--- src/rtl/owm_pkg.sv ---
package owm_pkg;
  typedef enum logic [1:0] {
    OP_RESET = 2'd0,
    OP_WRITE = 2'd1,
    OP_READ  = 2'd2,
    OP_NONE  = 2'd3
  } owm_op_e;
endpackage

--- src/rtl/owm_sync2.sv ---
module owm_sync2 #(
  parameter logic IDLE_LEVEL = 1'b1
) (
  input  logic clk,
  input  logic rst,
  input  logic d,
  output logic q
);
  logic meta;

  always_ff @(posedge clk) begin
    if (rst) begin
      meta <= IDLE_LEVEL;
      q    <= IDLE_LEVEL;
    end else begin
      meta <= d;
      q    <= meta;
    end
  end
endmodule

--- src/rtl/owm_us_tick.sv ---
module owm_us_tick #(
  parameter int CLK_PER_US = 50
) (
  input  logic clk,
  input  logic rst,
  input  logic clear,
  output logic tick
);
  localparam int DW = (CLK_PER_US > 1) ? $clog2(CLK_PER_US) : 1;
  localparam logic [DW-1:0] LAST = DW'(CLK_PER_US - 1);

  logic [DW-1:0] div;

  always_ff @(posedge clk) begin
    if (rst || clear) begin
      div <= '0;
    end else if (div == LAST) begin
      div <= '0;
    end else begin
      div <= div + 1'b1;
    end
  end

  assign tick = (div == LAST);

  a_r1_div_in_range: assert property (@(posedge clk) disable iff (rst)
    div <= LAST);
endmodule

--- src/rtl/owm_slot_engine.sv ---
module owm_slot_engine
  import owm_pkg::*;
#(
  parameter int RST_LOW_US     = 480,
  parameter int RST_TOTAL_US   = 960,
  parameter int PRES_SAMPLE_US = 550,
  parameter int SHORT_LOW_US   = 2,
  parameter int READ_SAMPLE_US = 13,
  parameter int SLOT_US        = 65,
  parameter int RECOVERY_US    = 5
) (
  input  logic    clk,
  input  logic    rst,
  input  logic    start,
  input  owm_op_e start_op,
  input  logic    start_bit,
  input  logic    tick,
  input  logic    line_s,
  output logic    busy,
  output logic    done,
  output logic    drive_low,
  output logic    presence,
  output logic    rd_bit
);
  localparam int SLOT_TOTAL_US = SLOT_US + RECOVERY_US;
  localparam int MAX_US = (RST_TOTAL_US > SLOT_TOTAL_US) ? RST_TOTAL_US : SLOT_TOTAL_US;
  localparam int UW = $clog2(MAX_US + 1);

  owm_op_e       cur_op;
  logic          cur_bit;
  logic [UW-1:0] ucnt;
  logic [UW-1:0] ucnt_nx;
  logic [UW-1:0] low_end;
  logic [UW-1:0] total_end;

  assign ucnt_nx = ucnt + 1'b1;

  always_comb begin
    case (cur_op)
      OP_RESET: begin
        low_end   = UW'(RST_LOW_US);
        total_end = UW'(RST_TOTAL_US);
      end
      OP_WRITE: begin
        low_end   = cur_bit ? UW'(SHORT_LOW_US) : UW'(SLOT_US);
        total_end = UW'(SLOT_TOTAL_US);
      end
      default: begin
        low_end   = UW'(SHORT_LOW_US);
        total_end = UW'(SLOT_TOTAL_US);
      end
    endcase
  end

  always_ff @(posedge clk) begin
    if (rst) begin
      busy      <= 1'b0;
      done      <= 1'b0;
      drive_low <= 1'b0;
      presence  <= 1'b0;
      rd_bit    <= 1'b0;
      cur_op    <= OP_NONE;
      cur_bit   <= 1'b0;
      ucnt      <= '0;
    end else begin
      done <= 1'b0;
      if (!busy) begin
        if (start) begin
          busy      <= 1'b1;
          cur_op    <= start_op;
          cur_bit   <= start_bit;
          ucnt      <= '0;
          drive_low <= 1'b1;
        end
      end else if (tick) begin
        ucnt <= ucnt_nx;
        if (ucnt_nx == low_end) begin
          drive_low <= 1'b0;
        end
        if (cur_op == OP_READ && ucnt_nx == UW'(READ_SAMPLE_US)) begin
          rd_bit <= line_s;
        end
        if (cur_op == OP_RESET && ucnt_nx == UW'(PRES_SAMPLE_US)) begin
          presence <= ~line_s;
        end
        if (ucnt_nx == total_end) begin
          busy      <= 1'b0;
          done      <= 1'b1;
          drive_low <= 1'b0;
        end
      end
    end
  end

  a_r5_done_single: assert property (@(posedge clk) disable iff (rst)
    done |=> !done);
  a_r5_busy_ends_with_done: assert property (@(posedge clk) disable iff (rst)
    $fell(busy) |-> done);
  a_r5_drive_only_busy: assert property (@(posedge clk) disable iff (rst)
    drive_low |-> busy);
  a_r1_drive_begins_on_start: assert property (@(posedge clk) disable iff (rst)
    $rose(drive_low) |-> $past(start));
  a_r6_op_held: assert property (@(posedge clk) disable iff (rst)
    (busy && $past(busy)) |-> ($stable(cur_op) && $stable(cur_bit)));
  a_r4_rd_bit_only_in_read: assert property (@(posedge clk) disable iff (rst)
    !(busy && cur_op == OP_READ) |=> $stable(rd_bit));
  a_r2_presence_only_in_reset: assert property (@(posedge clk) disable iff (rst)
    !(busy && cur_op == OP_RESET) |=> $stable(presence));
endmodule

--- src/rtl/onewire_master.sv ---
module onewire_master
  import owm_pkg::*;
#(
  parameter int CLK_PER_US     = 50,
  parameter int RST_LOW_US     = 480,
  parameter int RST_TOTAL_US   = 960,
  parameter int PRES_SAMPLE_US = 550,
  parameter int SHORT_LOW_US   = 2,
  parameter int READ_SAMPLE_US = 13,
  parameter int SLOT_US        = 65,
  parameter int RECOVERY_US    = 5
) (
  input  logic       clk,
  input  logic       rst,
  input  logic       cmd_valid,
  input  logic [1:0] cmd_op,
  input  logic       cmd_wbit,
  output logic       busy,
  output logic       done,
  output logic       presence,
  output logic       rd_bit,
  input  logic       line_in,
  output logic       drive_low
);
  owm_op_e op_in;
  logic    accept;
  logic    tick;
  logic    line_s;

  assign op_in  = owm_op_e'(cmd_op);
  assign accept = cmd_valid && !busy && (op_in != OP_NONE);

  owm_sync2 #(.IDLE_LEVEL(1'b1)) u_sync (
    .clk (clk),
    .rst (rst),
    .d   (line_in),
    .q   (line_s)
  );

  owm_us_tick #(.CLK_PER_US(CLK_PER_US)) u_tick (
    .clk   (clk),
    .rst   (rst),
    .clear (accept),
    .tick  (tick)
  );

  owm_slot_engine #(
    .RST_LOW_US     (RST_LOW_US),
    .RST_TOTAL_US   (RST_TOTAL_US),
    .PRES_SAMPLE_US (PRES_SAMPLE_US),
    .SHORT_LOW_US   (SHORT_LOW_US),
    .READ_SAMPLE_US (READ_SAMPLE_US),
    .SLOT_US        (SLOT_US),
    .RECOVERY_US    (RECOVERY_US)
  ) u_engine (
    .clk       (clk),
    .rst       (rst),
    .start     (accept),
    .start_op  (op_in),
    .start_bit (cmd_wbit),
    .tick      (tick),
    .line_s    (line_s),
    .busy      (busy),
    .done      (done),
    .drive_low (drive_low),
    .presence  (presence),
    .rd_bit    (rd_bit)
  );

  a_r6_noop_ignored: assert property (@(posedge clk) disable iff (rst)
    (!busy && !(cmd_valid && op_in != OP_NONE)) |=> !busy);
endmodule

--- config.mk ---
export PLATFORM = sky130hd
export DESIGN_NAME = onewire_master
export DESIGN_NICKNAME = d
export VERILOG_FILES = /design/src/rtl/owm_pkg.sv /design/src/rtl/owm_sync2.sv /design/src/rtl/owm_us_tick.sv /design/src/rtl/owm_slot_engine.sv /design/src/rtl/onewire_master.sv
export SDC_FILE = /design/constraint.sdc
export NUM_CORES = 1
export LEC_CHECK = 0
export BUFFER_PORTS_ARGS = -buffer_cell sky130_fd_sc_hd__buf_4
export CORE_MARGIN = 3
export CORE_UTILIZATION = 50
export CTS_CLUSTER_DIAMETER = 50
export CTS_CLUSTER_SIZE = 16
export DETAILED_ROUTE_END_ITERATION = 8
export PLACE_DENSITY = 0.68
export SYNTH_ARGS = -nofsm -noshare
export SYNTH_HDL_FRONTEND = slang
export SYNTH_SLANG_ARGS = --single-unit
--- constraint.sdc ---
create_clock -name clk -period 4.3 [get_ports clk]
set_clock_uncertainty 0.2 [all_clocks]
set_input_delay 0.86 -clock clk [delete_from_list [all_inputs] [get_ports clk]]
set_output_delay 0.86 -clock clk [all_outputs]
set_load 0.02 [all_outputs]
==> metrics <==
status=complete, no violations; Overall Global Routing Usage=~18%; mapped cell area=1580 µm²; Slew @ Worst Pin=about 0.59 ns; Starting Density=between 50 and 60%; worst setup path class=reg2reg; most instantiated cells after synthesis=dfxtp_1 (26), nor2_1 (25), nand2_1 (15); CTS tree=done; Synth area leader=dfxtp_1; Longest Clk Path Bufs=2; clock sink count=26; CP max stage cell=dfxtp_1; Core Rows=19; H-tree levels=1; Syn Area/Cell=roughly 8 µm²; Top Ports=12; peak supply drop=0.154 mV; Post-DP HPWL=~2400 µm; number of global-route vias before repair=around 1300; total number of vias=1429; GP Congestion=approximately 0.95; die width=between 60 and 70 µm; Final Cycle Share=65.7%; register area share after synthesis=between 30% and 40%; Core Area=between 2000 and 3000 µm²; count of cell types in the netlist=51; drt first pass iters=4; post-cts gate resize count=0; max cap viols=0; largest net degree at the start of global routing=23; most numerous cell in the Yosys netlist=dfxtp_1; DRC=0; number of port buffers=11; Area Overhead vs Synth=7.55%; CP peak stage delay=0.57 ns; Hold-fix buffers, CTS=0; CP max FO=11; syn nets=208; Synth area leaders=dfxtp_1 (33%), nor2_1 (6.0%), a21oi_1 (4.4%); DIE HEIGHT=62.1 µm; setup_tns=0 ns; initial antenna violation count=0; RSZ-0062 raised after global routing=no; synth warn=0; Most used DFF post-synth=dfxtp_1; EDFF count, synth=0; Final nets=approximately 210; first-pass GRT wire length=~5800 µm; vias per std cell=~6; WP data arrival=about 2.8 ns; Req. time, crit path=between 4 and 5 ns; minimum clock period=approximately 2.8 ns; Rel. slew slack=around three fifths; Slew Viols, Final=0; critical path's top delay family=simple AND/OR/NAND/NOR gates; buffers plus inverters on the worst setup path=0; flop and latch count out of synthesis=26; Setup violations, final=0; ratio of cells with drive above 1 in the final layout=12.1%; Clock Pin Slew Worst Setup and Hold Paths=about 0.15 ns; Synth Instances=between 150 and 200; drt wl/cell=14.2 µm; P_leak=between 0.6 and 0.7 nW; Setup crit end kind=flop; WL final=~3400 µm; Post-DRT Antenna Nets=0; total gr overflow=0; CTS root buf=clkbuf_4; final hold vios=0; worst skew pair latency=0.33 ns; hold slack=between 0.2 and 0.25 ns; Synth top area share=around 33%; worst-path cell chain=ha_1 > nand2_1 > or4_1 > o211a_1 > or3_4 > a2111oi_4 > o32ai_1; CP startpoint kind=flop; share of flip-flops with an asynchronous set or reset=0%; DR iter-0 viols=between 100 and 150; n_diodes=0; Pwr Density=around 270 nW/µm²; Hold Crit Class=reg2reg; FMAX=between 300 and 400 MHz; Setup Buffers After CTS=0; die area=around 3900 µm²; TritonCTS Buffers=3
registers in the layout, summed over array words and instances, names as in the netlist:
name and count:
u_engine.busy 1, u_engine.cur_bit 1, u_engine.cur_op 2, u_engine.done 1, u_engine.drive_low 1, u_engine.presence 1
u_engine.rd_bit 1, u_engine.ucnt 10, u_sync.meta 1, u_sync.q 1, u_tick.div 6
stage by stage:
stage | setup WS [ns] | power [mW] | utilization, % | std cells | area [µm²]
2_1_floorplan | 1.87 | 0.281 | - | 196 | 1580
3_3_place_gp | 1.65 | 0.293 | 57.1 | 236 | 1640
3_5_place_dp | 1.55 | 0.295 | 57.1 | 236 | 1640
4_1_cts | 1.49 | 0.469 | 58.9 | 240 | 1690
5_1_grt | 1.32 | 0.485 | 58.9 | 240 | 1690
6_report | 1.48 | 0.461 | 58.9 | 240 | 1690
placed cells by master, fill, tap and decap left out, drive strengths merged, types with 3 or more instances in the layout:
| master | instances |
|---|---|
| a21oi | 14 |
| a31oi | 3 |
| and3 | 4 |
| buf | 11 |
| clkbuf | 3 |
| dfxtp | 26 |
| ha | 5 |
| inv | 4 |
| nand2 | 15 |
| nand2b | 4 |
| nand3 | 11 |
| nand3b | 8 |
| nor2 | 25 |
| nor3 | 4 |
| o21ai | 10 |
| or2 | 4 |
| or3 | 4 |
| or4 | 3 |
| xnor2 | 6 |
| xor2 | 3 |
path summary, 6_finish.rpt:
| path | start | to | slack, ns | depth (start not counted) |
|---|---|---|---|---|
| worst max-delay path | u_engine.ucnt[0] | u_engine.drive_low | 1.48 | 7 |
| worst min-delay path | u_sync.meta | u_sync.q | 0.23 | 1 |
| worst max register to register | u_engine.ucnt[0] | u_engine.drive_low | 1.48 | 7 |
| worst min register to register | u_sync.meta | u_sync.q | 0.23 | 1 |
cells by family after synthesis:
logic type | synth area share (%)
multiplexers | 0.635
buffers and inverters | 5.32
adder cells (fa/ha/maj) | 3.97
AND/OR/NAND/NOR | 34.0
flip-flops | 33.0
XOR/XNOR | 5.00
AO/OA/AOI/OAI | 18.0
area by class of cell:
class | count | area (µm²)
inverters | 4 | 15.0
flip-flops and latches | 26 | 520
repair buffers | 11 | 82.6
fillers | 254 | 1180
clock buffers | 3 | 22.5
clock inverters | 1 | 30.0
well taps | 42 | 52.6
multi-input cells | 153 | 971
per-layer routing:
metal,global-route usage [%],routed length [µm],part of all wire [%],up-vias
met3,4.68,231,6.8,6
met2,30.6,1610,47,55
met5,0,0,0,-
met1,23.3,1530,45,666
li1,-,-,-,702
met4,2.49,21,0.62,0
where the power goes:
part           switching, mW  total [mW]  leakage (nW)  internal (mW)
Sequential           0.00654       0.254         0.211          0.248
Combinational         0.0200      0.0352         0.386         0.0152
Clock                 0.0773       0.172        0.0279         0.0944
Note: power is estimated with default switching activity, not from simulation.
